### config.mk
export PLATFORM = sky130hd
export DESIGN_NAME = spi_tgt
export DESIGN_NICKNAME = d
export VERILOG_FILES = /design/src/rtl/spi_tgt_pkg.sv /design/src/rtl/spi_tgt_sync.sv /design/src/rtl/spi_tgt_clkedge.sv /design/src/rtl/spi_tgt_shifter.sv /design/src/rtl/spi_tgt_regs.sv /design/src/rtl/spi_tgt.sv
export SDC_FILE = /design/constraint.sdc
export NUM_CORES = 1
export LEC_CHECK = 0
export BUFFER_PORTS_ARGS = -buffer_cell sky130_fd_sc_hd__buf_2
export CORE_UTILIZATION = 50
export DETAILED_ROUTE_END_ITERATION = 8
export GPL_TIMING_DRIVEN = 0
export PLACE_DENSITY = 0.72
export SKIP_CTS_REPAIR_TIMING = 1
export SLEW_MARGIN = 0
export SYNTH_ARGS = -nofsm -noshare
export SYNTH_HDL_FRONTEND = slang
export SYNTH_HIERARCHICAL = 1
export SYNTH_SLANG_ARGS = --single-unit
### constraint.sdc
create_clock -name clk -period 2.6 [get_ports clk]
set_clock_uncertainty 0.15 [all_clocks]
set_input_delay 0.39 -clock clk [delete_from_list [all_inputs] [get_ports clk]]
set_output_delay 0.39 -clock clk [all_outputs]
set_load 0.05 [all_outputs]
### src/rtl/spi_tgt_pkg.sv
package spi_tgt_pkg;
   localparam int MIN_SYNC = 2;
   localparam int MIN_WIDTH = 2;

   typedef struct packed {
      logic lead;
      logic trail;
   } sclk_evt_t;
endpackage

### src/rtl/spi_tgt_sync.sv
module spi_tgt_sync #(
   parameter int W = 1,
   parameter int STAGES = 2,
   parameter logic [W-1:0] RST_VAL = '0
) (
   input  logic         clk,
   input  logic         rst_n,
   input  logic [W-1:0] d,
   output logic [W-1:0] q
);
   logic [STAGES-1:0][W-1:0] stg;

   if (STAGES < spi_tgt_pkg::MIN_SYNC) begin : g_bad_stages
      $error("spi_tgt_sync: STAGES must be at least 2");
   end

   always_ff @(posedge clk or negedge rst_n) begin
      if (!rst_n) stg <= {STAGES{RST_VAL}};
      else        stg <= {stg[STAGES-2:0], d};
   end

   assign q = stg[STAGES-1];
endmodule

### src/rtl/spi_tgt_clkedge.sv
module spi_tgt_clkedge
   import spi_tgt_pkg::*;
(
   input  logic      clk,
   input  logic      rst_n,
   input  logic      sclk_s,
   input  logic      idle_hi,
   output sclk_evt_t evt
);
   logic sclk_q;
   logic moved;

   always_ff @(posedge clk or negedge rst_n) begin
      if (!rst_n) sclk_q <= 1'b0;
      else        sclk_q <= sclk_s;
   end

   assign moved     = sclk_s ^ sclk_q;
   assign evt.lead  = moved & (sclk_q == idle_hi);
   assign evt.trail = moved & (sclk_q != idle_hi);
endmodule

### src/rtl/spi_tgt_shifter.sv
module spi_tgt_shifter #(
   parameter int DATA_W = 8
) (
   input  logic              clk,
   input  logic              rst_n,
   input  logic              run,
   input  logic              start,
   input  logic              early,
   input  logic              lead,
   input  logic              trail,
   input  logic              mosi_s,
   input  logic              wr_load,
   input  logic [DATA_W-1:0] wr_data,
   input  logic [DATA_W-1:0] tx_buf,
   output logic              miso_q,
   output logic              busy,
   output logic              byte_done,
   output logic [DATA_W-1:0] byte_val
);
   localparam int CNT_W = $clog2(DATA_W);
   localparam logic [CNT_W-1:0] LAST = CNT_W'(DATA_W - 1);

   logic [CNT_W-1:0]  cnt;
   logic [DATA_W-1:0] rx_sr;
   logic [DATA_W-1:0] tx_sr;
   logic [DATA_W-1:0] src;
   logic              sample;
   logic              launch;
   logic              at_first;

   assign sample    = early ? lead : trail;
   assign launch    = early ? trail : lead;
   assign src       = wr_load ? wr_data : tx_buf;
   assign at_first  = (cnt == '0);
   assign busy      = run & ~at_first;
   assign byte_val  = {rx_sr[DATA_W-2:0], mosi_s};
   assign byte_done = run & sample & (cnt == LAST);

   always_ff @(posedge clk or negedge rst_n) begin
      if (!rst_n) begin
         cnt    <= '0;
         rx_sr  <= '0;
         tx_sr  <= '0;
         miso_q <= 1'b0;
      end else if (!run) begin
         cnt    <= '0;
         rx_sr  <= '0;
         miso_q <= 1'b0;
      end else begin
         if (sample) begin
            rx_sr <= byte_val;
            cnt   <= (cnt == LAST) ? '0 : cnt + CNT_W'(1);
         end
         if (launch) begin
            if (at_first) begin
               miso_q <= src[DATA_W-1];
               tx_sr  <= {src[DATA_W-2:0], 1'b0};
            end else begin
               miso_q <= tx_sr[DATA_W-1];
               tx_sr  <= {tx_sr[DATA_W-2:0], 1'b0};
            end
         end else if (early && at_first && (start || wr_load)) begin
            miso_q <= src[DATA_W-1];
            tx_sr  <= {src[DATA_W-2:0], 1'b0};
         end else if (start) begin
            miso_q <= 1'b0;
         end
      end
   end
endmodule

### src/rtl/spi_tgt_regs.sv
module spi_tgt_regs #(
   parameter int DATA_W = 8
) (
   input  logic              clk,
   input  logic              rst_n,
   input  logic              tx_wr,
   input  logic [DATA_W-1:0] tx_data,
   input  logic              busy,
   input  logic              rx_rd,
   input  logic              flag_clr,
   input  logic              byte_done,
   input  logic [DATA_W-1:0] byte_val,
   output logic [DATA_W-1:0] tx_buf,
   output logic              wr_ok,
   output logic [DATA_W-1:0] rx_data,
   output logic              rx_done,
   output logic              rx_ovf,
   output logic              tx_wcol
);
   logic unread;

   assign wr_ok = tx_wr & ~busy;

   always_ff @(posedge clk or negedge rst_n) begin
      if (!rst_n) begin
         tx_buf  <= '0;
         tx_wcol <= 1'b0;
      end else begin
         if (wr_ok) tx_buf <= tx_data;
         if (flag_clr) tx_wcol <= 1'b0;
         if (tx_wr && busy) tx_wcol <= 1'b1;
      end
   end

   always_ff @(posedge clk or negedge rst_n) begin
      if (!rst_n) begin
         rx_data <= '0;
         rx_done <= 1'b0;
         rx_ovf  <= 1'b0;
         unread  <= 1'b0;
      end else begin
         if (flag_clr) begin
            rx_done <= 1'b0;
            rx_ovf  <= 1'b0;
         end
         if (rx_rd) unread <= 1'b0;
         if (byte_done) begin
            if (rx_done && unread) begin
               rx_ovf <= 1'b1;
            end else begin
               rx_data <= byte_val;
               rx_done <= 1'b1;
               unread  <= 1'b1;
            end
         end
      end
   end
endmodule

### src/rtl/spi_tgt.sv
module spi_tgt
   import spi_tgt_pkg::*;
#(
   parameter int DATA_W = 8,
   parameter int SYNC_STAGES = 2
) (
   input  logic              clk,
   input  logic              rst_n,
   input  logic              cfg_en,
   input  logic              cfg_idle_hi,
   input  logic              cfg_early,
   input  logic              cfg_sel_en,
   input  logic              cfg_rx_only,
   input  logic              sclk_i,
   input  logic              sel_n_i,
   input  logic              mosi_i,
   output logic              miso_o,
   output logic              miso_oe,
   input  logic              tx_wr,
   input  logic [DATA_W-1:0] tx_data,
   input  logic              rx_rd,
   output logic [DATA_W-1:0] rx_data,
   input  logic              flag_clr,
   output logic              rx_done,
   output logic              rx_ovf,
   output logic              tx_wcol,
   output logic              cfg_err
);
   localparam int PINS = 3;
   localparam logic [PINS-1:0] PIN_RST = 3'b010;

   if (DATA_W < MIN_WIDTH) begin : g_bad_width
      $error("spi_tgt: DATA_W must be at least 2");
   end
   if (SYNC_STAGES < MIN_SYNC) begin : g_bad_sync
      $error("spi_tgt: SYNC_STAGES must be at least 2");
   end

   logic [PINS-1:0]   pins_s;
   logic              sclk_s, sel_n_s, mosi_s;
   sclk_evt_t         evt;
   logic              run, run_q, start;
   logic              miso_q, busy, byte_done, wr_ok;
   logic [DATA_W-1:0] byte_val, tx_buf;

   spi_tgt_sync #(.W(PINS), .STAGES(SYNC_STAGES), .RST_VAL(PIN_RST)) i_sync (
      .clk  (clk),
      .rst_n(rst_n),
      .d    ({sclk_i, sel_n_i, mosi_i}),
      .q    (pins_s)
   );
   assign {sclk_s, sel_n_s, mosi_s} = pins_s;

   spi_tgt_clkedge i_edge (
      .clk    (clk),
      .rst_n  (rst_n),
      .sclk_s (sclk_s),
      .idle_hi(cfg_idle_hi),
      .evt    (evt)
   );

   assign cfg_err = cfg_early & ~cfg_sel_en;
   assign run     = cfg_en & ~cfg_err & (~cfg_sel_en | ~sel_n_s);
   assign start   = run & ~run_q;

   always_ff @(posedge clk or negedge rst_n) begin
      if (!rst_n) run_q <= 1'b0;
      else        run_q <= run;
   end

   spi_tgt_shifter #(.DATA_W(DATA_W)) i_shift (
      .clk      (clk),
      .rst_n    (rst_n),
      .run      (run),
      .start    (start),
      .early    (cfg_early),
      .lead     (evt.lead),
      .trail    (evt.trail),
      .mosi_s   (mosi_s),
      .wr_load  (wr_ok),
      .wr_data  (tx_data),
      .tx_buf   (tx_buf),
      .miso_q   (miso_q),
      .busy     (busy),
      .byte_done(byte_done),
      .byte_val (byte_val)
   );

   spi_tgt_regs #(.DATA_W(DATA_W)) i_regs (
      .clk      (clk),
      .rst_n    (rst_n),
      .tx_wr    (tx_wr),
      .tx_data  (tx_data),
      .busy     (busy),
      .rx_rd    (rx_rd),
      .flag_clr (flag_clr),
      .byte_done(byte_done),
      .byte_val (byte_val),
      .tx_buf   (tx_buf),
      .wr_ok    (wr_ok),
      .rx_data  (rx_data),
      .rx_done  (rx_done),
      .rx_ovf   (rx_ovf),
      .tx_wcol  (tx_wcol)
   );

   assign miso_oe = run & ~cfg_rx_only;
   assign miso_o  = miso_oe & miso_q;
endmodule

# Yosys cells after proc, flatten, opt, wreduce, memory -nomap -nowiden
# Index checks and enable logic that the tools add are counted.
[word_totals]
register_bits = 47
latchBits = 0
ram_bits = 0
romBits = 0
out_inout_bits = 14
memories = 0
[op_classes]
add_sub_neg = 1
mul = 0
n_div = 0
magnitude_cmp = 0
n_eq_ne = 5
shifts = 0
n_mux = 27
n_bitwise = 22
n_reduce_logical = 10
[ops]
columns = ["operator", "n"]
rows = [
  ["$mux 8", 4],
  ["$mux 1", 18],
  ["$mux 7", 2],
  ["$and 1x1->1", 12],
  ["$mux 3", 3],
  ["$not 1->1", 8],
  ["$logic_and 1x1->1", 4],
  ["$ne 4x4->1 const B", 1],
  ["$reduce_and 2->1", 2],
  ["$reduce_bool 2->1", 2],
  ["$add 3x1->3 const B", 1],
  ["$eq 3x3->1 const B", 1],
  ["$logic_not 3->1", 1],
  ["$ne 2x2->1 const B", 1],
  ["$eq 1x1->1", 1],
  ["$logic_or 1x1->1", 1],
  ["$ne 1x1->1", 1],
  ["$or 1x1->1", 1],
  ["$xor 1x1->1", 1],
]

# Logic depth before layout (Yosys ltp)
# Gate-level depths: netlist of the first run.
[depth]
depth_word = 13
mapped_depth = 11
mapped_depth_nobuf = 9

# By module
# Netlist of the first run, hierarchy kept.
[modules_own_cells]
columns = ["mod", "n_inst", "cells_each", "area_per_inst_um2"]
rows = [
  ["spi_tgt_shifter", 1, 79, 968.4],
  ["spi_tgt_regs", 1, 45, 757.0],
  ["spi_tgt_sync", 1, 9, 175.2],
  ["spi_tgt", 1, 9, 98.8],
  ["spi_tgt_clkedge", 1, 5, 58.8],
]

# Least setup slack after synthesis of the first run
# OpenSTA, ideal clock, no wires.
[synth_timing]
path_type = "reg-to-reg"
start = "register i_sync.stg (netlist bit i_sync/q[1])"
end = "register i_shift.tx_sr[2]"
arrival_ps = 2285
slack_ps = 40
path_stages_with_launch = 11
n_path_buf = 3
period_less_slack_ps = 2560
path_cell_list = "dfstp_2 > buf_4 > mux2_4 > nor2_1 > nor2b_1 > nor2b_1 > buf_4 > buf_4 > mux2_2 > mux2_2 > mux2_2"
[synth_between]
elab_chain_cells = 10
[synth_lines]
columns = ["item", "line_no", "source"]
rows = [
  ["start: declaration", "spi_tgt_sync.sv:11", "logic [STAGES-1:0][W-1:0] stg;"],
  ["start signal: assignment", "spi_tgt_sync.sv:18", "if (!rst_n) stg <= {STAGES{RST_VAL}};"],
  ["start signal: assignment", "spi_tgt_sync.sv:19", "else stg <= {stg[STAGES-2:0], d};"],
  ["$not 1->1 *", "spi_tgt.sv:63", "assign run = cfg_en & ~cfg_err & (~cfg_sel_en | ~sel_n_s);"],
  ["$or 1x1->1 *", "spi_tgt.sv:63", ""],
  ["$and 1x1->1 *", "spi_tgt.sv:63", ""],
  ["via run", "spi_tgt.sv:42", "logic run, run_q, start;"],
  ["$and 1x1->1 *", "spi_tgt_shifter.sv:35", "assign busy = run & ~at_first;"],
  ["via busy", "spi_tgt.sv:43", "logic miso_q, busy, byte_done, wr_ok;"],
  ["$not 1->1 *", "spi_tgt_regs.sv:22", "assign wr_ok = tx_wr & ~busy;"],
  ["$and 1x1->1 *", "spi_tgt_regs.sv:22", ""],
  ["via wr_ok", "spi_tgt.sv:43", ""],
  ["$logic_or 1x1->1", "spi_tgt_shifter.sv:62", "end else if (early && at_first && (start || wr_load)) begin"],
  ["$logic_and 1x1->1", "spi_tgt_shifter.sv:62", ""],
  ["$reduce_bool 2->1 (no source line)", "--", ""],
  ["$reduce_and 2->1 (no source line)", "--", ""],
  ["end signal: assignment", "spi_tgt_shifter.sv:57", "tx_sr <= {src[DATA_W-2:0], 1'b0};"],
  ["end signal: assignment", "spi_tgt_shifter.sv:60", "tx_sr <= {tx_sr[DATA_W-2:0], 1'b0};"],
  ["end signal: assignment", "spi_tgt_shifter.sv:64", "tx_sr <= {src[DATA_W-2:0], 1'b0};"],
  ["end: declaration", "spi_tgt_shifter.sv:25", "logic [DATA_W-1:0] tx_sr;"],
]
# The timed path passes the listed nets; every way through them passes the cells marked *. The select of a mux whose other input is x is not followed.
# A chain may end at the register's enable or synchronous reset.

# Worst setup path after layout of the first run
# Same ends and word-level chain as after synthesis.

==> impl_metrics.yaml, run 1 <==
min_path:
  whs_path_depth: 1
  hp-class: "in -> reg"
  min_to: "i_sync/stg[1]$_DFF_PN1_"
  worstHoldStart: "sel_n_i"
timing:
  fmax_mhz: 403.2
  setup_viol: 0
  finalHoldViolCount: 0
  tightest_slew_ns: 0.9871
  relSlewSlack: 0.3419
  grt_setup_unrepaired: "false"
  finalCritPeriodShare: 0.9539
  slew_violations: 0
  min_period_ns: 2.480
setup_path:
  worst-path-max-fanout: 17
  critPathCaptureType: "flop"
  setup.worst_path.start_class: "flop"
  cpPeakStageDelay_ns: 0.52
  arrival_ns: 2.51
  cpMaxStageDelayCell: "dfstp_2"
  rr_startpoint: "i_sync/q[1]$_DFF_PN1_"
  rr_endpoint: "i_shift/tx_sr[2]$_DFFE_PN0P_"
  path_delay_family: "multiplexers"
  path_class: "reg -> reg"
  critical_path_depth: 9
  ff2ff_setup_slack_ns: 0.12
  worstPathRequired_ns: 2.63
  crit_buf_inv: 2
  reg2reg_depth: 9
  cp_common_cell: "mux2_2"
  cp_cell_sequence: "buf_4 > mux2_4 > nor2_4 > nor2b_1 > nor2b_1 > buf_6 > mux2_2 > mux2_2 > mux2_2"
synthesis:
  synth_seq_cells: 46
  syn_avg_cell_area_um2: 14.00
  ys_types: 28
  synth_cells: 147
  synth_edf_count: 0
  synth_area_um2: 2058
  yosysSeqAreaShare: 0.5605
  synth_ff_type: "dfrtp_1"
  synthArstFlopShare: 1.000
  synth_nets: 171
  ys_warn_count: 6
floorplanning:
  rows: 22
  start_util: 0.5418
  die_area_um2: 4377
  core_area_um2: 3799
  die_h_um: 66.16
  die_w_um: 66.16
  io_pins: 35
detailed_routing:
  route.antenna.remaining_nets: 0
  drc: 0
  routedWlPerCell_um: 13.65
  vias_per_cell: 5.214
  drtIter0Drc: 56
  drt_first_pass_iters: 2
  num_vias: 1267
  wirelength_um: 3317
final_layout:
  final_common_cell: "dfrtp_1"
  fin_nets: 218
  area_delta_synth_final_pct: 19.39
  drive_above_1_share: 0.4923
  stdcell_count: 243
  mostFrequentLayoutCells: "dfrtp_1 (44), buf_2 (34), mux2_2 (27), mux2i_1 (12)"
  num-fill-cells: 296
  antennaDiodeCount: 0
  final_core_util: 0.6469
pwr:
  power.density_nw_per_um2: 582.1
  p_int_w: 0.001091
  switching_share: 0.2371
  worst_ir_drop_vdd_mv: 0.3877
  comb_power_share: 0.134
  p_switching_w: 0.0003392
  leakage_nw: 1.232
  p_seq_frac: 0.564
  clockPowerShare: 0.302
clock_network:
  cts_buffer_depth: 2
  htree_num_levels: 2
  clock_latency_ns: 0.29
  cts_root_buf: "clkbuf_8"
  numCtsBuffers: 5
  path_clk_slew_ns: 0.08
  cts_tree: "done"
  clock-sinks: 46
placement:
  gp_congestion: 0.7599
  placed_cells: 229
  port_buffers: 34
  dp_hpwl_um: 2285
run_status:
  outcome: "completed"
grt:
  grt_usage: 0.1807
  grt_pass1_vias: 1289
  grt_max_degree: 47
  overflow: 0
  grt_pass1_wl_um: 5851
  antenna_found_initial: 0
run:
  max_cap_viol_count: 0
layout make-up:
type / instances / area (µm²) / share of cell area
clock buffer: 7 / 86.33 / 0.03513
multi-input combinational: 84 / 847.1 / 0.3447
timing repair buffer: 40 / 215.2 / 0.08758
sequential: 46 / 1154 / 0.4695
tap: 48 / 60.06 / 0.02444
inverter: 10 / 37.54 / 0.01527
buffer: 7 / 52.55 / 0.02138
clock inverter: 1 / 5.005 / 0.002037
registers in the layout (all words and copies together) (netlist names), 3 cells and up:
signal / count
i_shift/cnt: 3
i_sync/stg: 3
i_regs/rx_data: 8
i_regs/tx_buf: 8
i_sync/q: 3
i_shift/rx_sr: 7
i_shift/tx_sr: 7
synthesized netlist by cell type, types with 2 or more instances:
library cell / number / area share
a21o_2: 2 / 0.0085
dfstp_2: 2 / 0.026
inv_1: 10 / 0.018
mux2i_1: 13 / 0.063
buf_4: 6 / 0.022
ha_1: 3 / 0.018
and2_1: 2 / 0.0061
nor3_2: 2 / 0.0097
nor2_1: 4 / 0.0073
a22o_1: 11 / 0.047
nand3b_1: 2 / 0.0073
mux2_2: 28 / 0.15
nor2b_1: 4 / 0.012
dfrtp_1: 44 / 0.53
kinds of logic after synthesis:
kind of cell,count (synthesis),synth area share
buffers and inverters,18,0.04437
multiplexers,43,0.2304
adder cells (fa/ha/maj),3,0.01824
flip-flops,46,0.5605
AO/OA/AOI/OAI,17,0.07477
AND/OR/NAND/NOR,20,0.07173
metrics by stage:
step                      setup WS, ns  instance area [µm²]  total power (W)  setup TNS, ns  hold WS (ns)
after global routing           0.01268                 2457         0.001519              0       0.02103
after CTS                      -0.2427                 2380         0.001444         -1.779       0.03493
after global placement         -0.2968                 2288        0.0009936         -2.432        0.1866
final                           0.1198                 2457         0.001430              0       0.04373
after detailed placement       -0.3324                 2288         0.001005         -3.247        0.1913
after floorplan                0.04025                 2058        0.0009424              0      -0.05559
layer usage:
metal,wire length [µm],GRT usage,vias up
li1,-,-,608
met1,1466,0.2201,626
met2,1668,0.3036,28
met4,34,0.04787,0
met5,0,0,-
met3,148,0.06379,5
power groups by stage:
stage	Sequential, W	Clock (W)	Combinational (W)
5_1_grt	0.000817	0.000486	0.000216
3_5_place_dp	0.000822	0	0.000183
3_3_place_gp	0.000817	0	0.000177
4_1_cts	0.000807	0.000452	0.000185
6_report	0.000807	0.000432	0.000191
2_1_floorplan	0.000814	0	0.000129
worst max-delay path by stage:
stage / startpoint / to / slack (ns)
after floorplan: i_sync/q[1]$_DFF_PN1_ / i_shift/tx_sr[2]$_DFFE_PN0P_ / 0.04
after global placement: cfg_early / i_shift/tx_sr[3]$_DFFE_PN0P_ / -0.30
after detailed placement: cfg_early / i_shift/tx_sr[2]$_DFFE_PN0P_ / -0.33
after CTS: i_sync/q[1]$_DFF_PN1_ / i_shift/tx_sr[3]$_DFFE_PN0P_ / -0.24
after global routing: i_sync/q[2]$_DFF_PN0_ / i_regs/rx_data[1]$_DFFE_PN0P_ / 0.01
final: i_sync/q[1]$_DFF_PN1_ / i_shift/tx_sr[2]$_DFFE_PN0P_ / 0.12
Power figures use the tool's default switching activity.
==> inputs of run 2 (changes only) <==
Settings changed: PLACE_DENSITY 0.72 to 0.79.
==> impl_metrics.yaml, run 2 (synthesis gave the netlist of run 1 again) <==
timing:
  setup_viol: 0
  tightest_slew_ns: 0.9901
  relSlewSlack: 0.3400
  min_period_ns: 2.463
  slew_violations: 0
  setup_tns_ns: 0
  finalHoldViolCount: 0
  finalCritPeriodShare: 0.9474
  hold_ws_ns: 0.04133
  fmax_mhz: 406.0
floorplanning:
  start_util: 0.5418
  die_area_um2: 4377
  die_h_um: 66.16
  core_area_um2: 3799
  io_pins: 35
  rows: 22
  die_w_um: 66.16
grt:
  grt.busiest_layer: "met2"
  grt_use_met3: 0.05690
  grt_pass1_vias: 1321
  grt_usage: 0.1806
  antenna_found_initial: 0
  grt.met2_usage: 0.3214
  met1_usage: 0.1979
  overflow: 0
  grt_max_degree: 47
  grt_pass1_wl_um: 5720
clock_network:
  cts_buffer_depth: 2
  numCtsBuffers: 5
  clock_latency_ns: 0.30
  clock-sinks: 46
  htree_num_levels: 2
  cts_tree: "done"
  path_clk_slew_ns: 0.08
  cts_root_buf: "clkbuf_8"
final_layout:
  reg_top3: "i_regs/rx_data: 8 flops, i_regs/tx_buf: 8 flops"
  area_delta_synth_final_pct: 22.92
  mostFrequentLayoutCells: "dfrtp_1 (44), buf_2 (34), mux2_2 (28), buf_4 (19), mux2i_1 (12)"
  antennaDiodeCount: 0
  fin_nets: 226
  design_area_um2: 2530
  final_common_cell: "dfrtp_1"
  num-fill-cells: 261
  drive_above_1_share: 0.5074
  final_core_util: 0.6660
detailed_routing:
  num_vias: 1297
  vias_per_cell: 5.167
  route.antenna.remaining_nets: 0
  routedWlPerCell_um: 13.76
  drc: 0
  drtIter0Drc: 24
  drt_first_pass_iters: 4
  wirelength_um: 3454
placement:
  gp_congestion: 0.7552
  port_buffers: 34
  dp_hpwl_um: 2357
  postPlaceCellArea_um2: 2288
min_path:
  hp-class: "in -> reg"
  worstHoldStart: "sel_n_i"
  whs_path_depth: 1
  min_to: "i_sync/stg[1]$_DFF_PN1_"
setup_path:
  rr_startpoint: "i_sync/q[1]$_DFF_PN1_"
  setup.worst_path.start_class: "flop"
  cpMaxStageDelayCell: "dfstp_2"
  critPathCaptureType: "flop"
  worst-path-max-fanout: 13
  cp_common_cell: "mux2_2"
  worstPathRequired_ns: 2.64
  arrival_ns: 2.50
  ff2ff_setup_slack_ns: 0.14
  cpPeakStageDelay_ns: 0.52
  path_class: "reg -> reg"
  cp_cell_sequence: "buf_4 > mux2_4 > nor2_4 > nor2b_1 > nor2b_1 > buf_6 > mux2_2 > mux2_2 > mux2_2"
  reg2reg_depth: 9
  rr_endpoint: "i_shift/tx_sr[2]$_DFFE_PN0P_"
pwr:
  leakage_nw: 1.276
  worst_ir_drop_vdd_mv: 0.4041
  power.density_nw_per_um2: 600.0
run_status:
  outcome: "completed"
run:
  max_cap_viol_count: 0
-- run 2: cell count changes in the layout (fill, tap and decap cells not counted), sizes merged --
cell / delta
a21boi: -1
buf: +9
bufinv: +1
clkinv: -1
-- run 2: worst max-delay path, delay by kind of cell (launching register included) --
kind          cells  cell delay (ns)
buf+inv           2             0.27
flops             1             0.52
simple gates      3             0.37
mux               4             1.06
-- run 2: how the worst max path moves through the flow --
stage,to,cells after the start,startpoint,slack (ns)
6_report,i_shift/tx_sr[2]$_DFFE_PN0P_,9,i_sync/q[1]$_DFF_PN1_,0.14
5_1_grt,i_regs/rx_data[1]$_DFFE_PN0P_,10,i_sync/q[2]$_DFF_PN0_,-0.003
4_1_cts,i_shift/tx_sr[2]$_DFFE_PN0P_,11,i_sync/q[1]$_DFF_PN1_,-0.26
3_5_place_dp,i_shift/tx_sr[1]$_DFFE_PN0P_,11,cfg_early,-0.33
3_3_place_gp,i_shift/tx_sr[2]$_DFFE_PN0P_,11,cfg_early,-0.29
2_1_floorplan,i_shift/tx_sr[2]$_DFFE_PN0P_,10,i_sync/q[1]$_DFF_PN1_,0.04
-- run 2: power breakdown --
group          switching (W)  internal (W)  total, W
Clock               0.000224      0.000287  0.000511
Combinational      0.0000946      0.000107  0.000201
Sequential         0.0000283      0.000777  0.000806
Total               0.000346       0.00117   0.00152
-- run 2: metal layers --
layer | up-vias | part of all wire
met4 | 0 | 0.018
li1 | 627 | -
met2 | 26 | 0.52
met5 | - | 0
met3 | 9 | 0.045
met1 | 635 | 0.42
-- run 2: area by class of cell --
class | count | area (µm²) | share of cell area
tap | 48 | 60.06 | 0.02374
clock inverter | 1 | 30.03 | 0.01187
multi-input combinational | 83 | 824.5 | 0.3259
sequential | 46 | 1154 | 0.4560
clock buffer | 7 | 76.32 | 0.03017
timing repair buffer | 49 | 295.3 | 0.1167
buffer | 7 | 52.55 | 0.02077
inverter | 10 | 37.54 | 0.01484
-- run 2: metrics by stage --
step	cells	worst slack, ns	total power, W
2_1_floorplan	147	0.04025	0.0009424
3_3_place_gp	229	-0.2864	0.0009924
3_5_place_dp	229	-0.3337	0.001005
4_1_cts	237	-0.2601	0.001520
5_1_grt	251	-0.002575	0.001589
6_report	251	0.1368	0.001518
==> inputs of run 3 (changes only) <==
Clock period 2.6 ns to 2.1 ns, I/O delays scaled along.
==> impl_metrics.yaml, run 3 (synthesis gave the netlist of run 1 again) <==
final_layout:
  final_common_cell: "dfrtp_1"
  mostFrequentLayoutCells: "dfrtp_1 (44), buf_2 (34), buf_4 (23), mux2_4 (16), mux2_2 (13)"
  area_delta_synth_final_pct: 32.64
  drive_above_1_share: 0.5607
  antennaDiodeCount: 0
  reg_top3: "i_regs/rx_data: 8 flops, i_regs/tx_buf: 8 flops"
  final_core_util: 0.7187
  fin_nets: 237
run_status:
  outcome: "complete, but fails checks"
  violations: "setup timing"
timing:
  fin_ws_ns: -0.2604
  min_period_ns: 2.360
  setup_tns_ns: -3.132
  tightest_slew_ns: 0.9691
  finalCritPeriodShare: 1.124
  slew_violations: 0
  finalHoldViolCount: 0
  hold_ws_ns: 0.02603
  relSlewSlack: 0.3539
  fmax_mhz: 423.7
  grt_setup_unrepaired: "true"
  setup_viol: 18
grt:
  grt_pass1_vias: 1341
  overflow: 0
  antenna_found_initial: 0
  grt_pass1_wl_um: 5844
  grt_usage: 0.1797
  grt_max_degree: 47
floorplanning:
  start_util: 0.5418
  rows: 22
  die_h_um: 66.16
  core_area_um2: 3799
  die_area_um2: 4377
  io_pins: 35
  die_w_um: 66.16
setup_path:
  setup.worst_path.start_class: "flop"
  worst-path-max-fanout: 7
  cp_cell_sequence: "inv_1 > ha_2 > and2b_2 > nor2b_4 > nor2b_2 > buf_6 > buf_8 > mux2_4 > mux2_4 > mux2_4"
  crit_buf_inv: 3
  worstPathRequired_ns: 2.13
  cpMaxStageDelayCell: "dfrtp_1"
  cpPeakStageDelay_ns: 0.39
  path_class: "reg -> reg"
  path_delay_family: "multiplexers"
  arrival_ns: 2.39
  critPathCaptureType: "flop"
  cp_common_cell: "mux2_4"
pwr:
  leakage_nw: 1.373
  finalPower_w: 0.001827
  power.density_nw_per_um2: 669.1
  worst_ir_drop_vdd_mv: 0.5285
run:
  max_cap_viol_count: 0
detailed_routing:
  drc: 0
  drt_first_pass_iters: 3
  vias_per_cell: 5.107
  num_vias: 1338
  routedWlPerCell_um: 15.34
  wirelength_um: 4020
  drtIter0Drc: 55
  route.antenna.remaining_nets: 0
clock_network:
  cts_root_buf: "clkbuf_8"
  path_clk_slew_ns: 0.08
  cts_tree: "done"
  clock-sinks: 46
  cts_buffer_depth: 2
  htree_num_levels: 2
  numCtsBuffers: 5
  clock_latency_ns: 0.29
placement:
  gp_congestion: 0.6945
  port_buffers: 34
  dp_hpwl_um: 2380
  dpl_worst_slack_ns: -0.5101
min_path:
  hp-class: "in -> async"
## run 3: layout make-up
type,instances,area [µm²]
Sequential cell,46,1154
Fill cell,239,1069
Multi-Input combinational cell,83,924.6
Timing Repair Buffer,61,417.9
Clock buffer,7,76.32
Tap cell,48,60.06
Buffer,6,52.55
Inverter,10,37.54
Clock inverter,1,7.507
## run 3: stage by stage
| stage | area, µm² | cells |
|---|---|---|
| 6_report | 2730 | 262 |
| 5_1_grt | 2730 | 262 |
| 4_1_cts | 2426 | 237 |
| 3_5_place_dp | 2342 | 229 |
| 3_3_place_gp | 2342 | 229 |
| 2_1_floorplan | 2112 | 147 |
## run 3: worst paths after layout
path                       slack (ns)                           end                        from  depth (start not counted)
min reg2reg                      0.21         i_sync/q[0]$_DFF_PN0_     i_sync/stg[0]$_DFF_PN0_                          0
max reg2reg                     -0.26  i_shift/tx_sr[3]$_DFFE_PN0P_  i_shift/cnt[1]$_DFFE_PN0P_                         10
min                              0.03    i_shift/miso_q$_DFFE_PN0P_                       rst_n                          1
min in group clk                 0.12    i_regs/tx_wcol$_DFFE_PN0P_                       tx_wr                          2
max                             -0.26  i_shift/tx_sr[3]$_DFFE_PN0P_  i_shift/cnt[1]$_DFFE_PN0P_                         10
max in group asynchronous        1.17  i_shift/tx_sr[7]$_DFFE_PN0P_                       rst_n                          1
## run 3: where the power goes
part / switching, W / total, W / internal, W
Clock: 0.000274 / 0.000509 / 0.000235
Combinational: 0.000143 / 0.000315 / 0.000172
Sequential: 0.0000399 / 0.00100 / 0.000963
## run 3: per-layer routing
| metal | vias up | global-route usage | part of all wire |
|---|---|---|---|
| li1 | 640 | - | - |
| met1 | 670 | 0.2132 | 0.44 |
| met2 | 21 | 0.3151 | 0.52 |
| met3 | 7 | 0.04310 | 0.024 |
| met4 | 0 | 0.06383 | 0.012 |
| met5 | - | 0 | 0 |
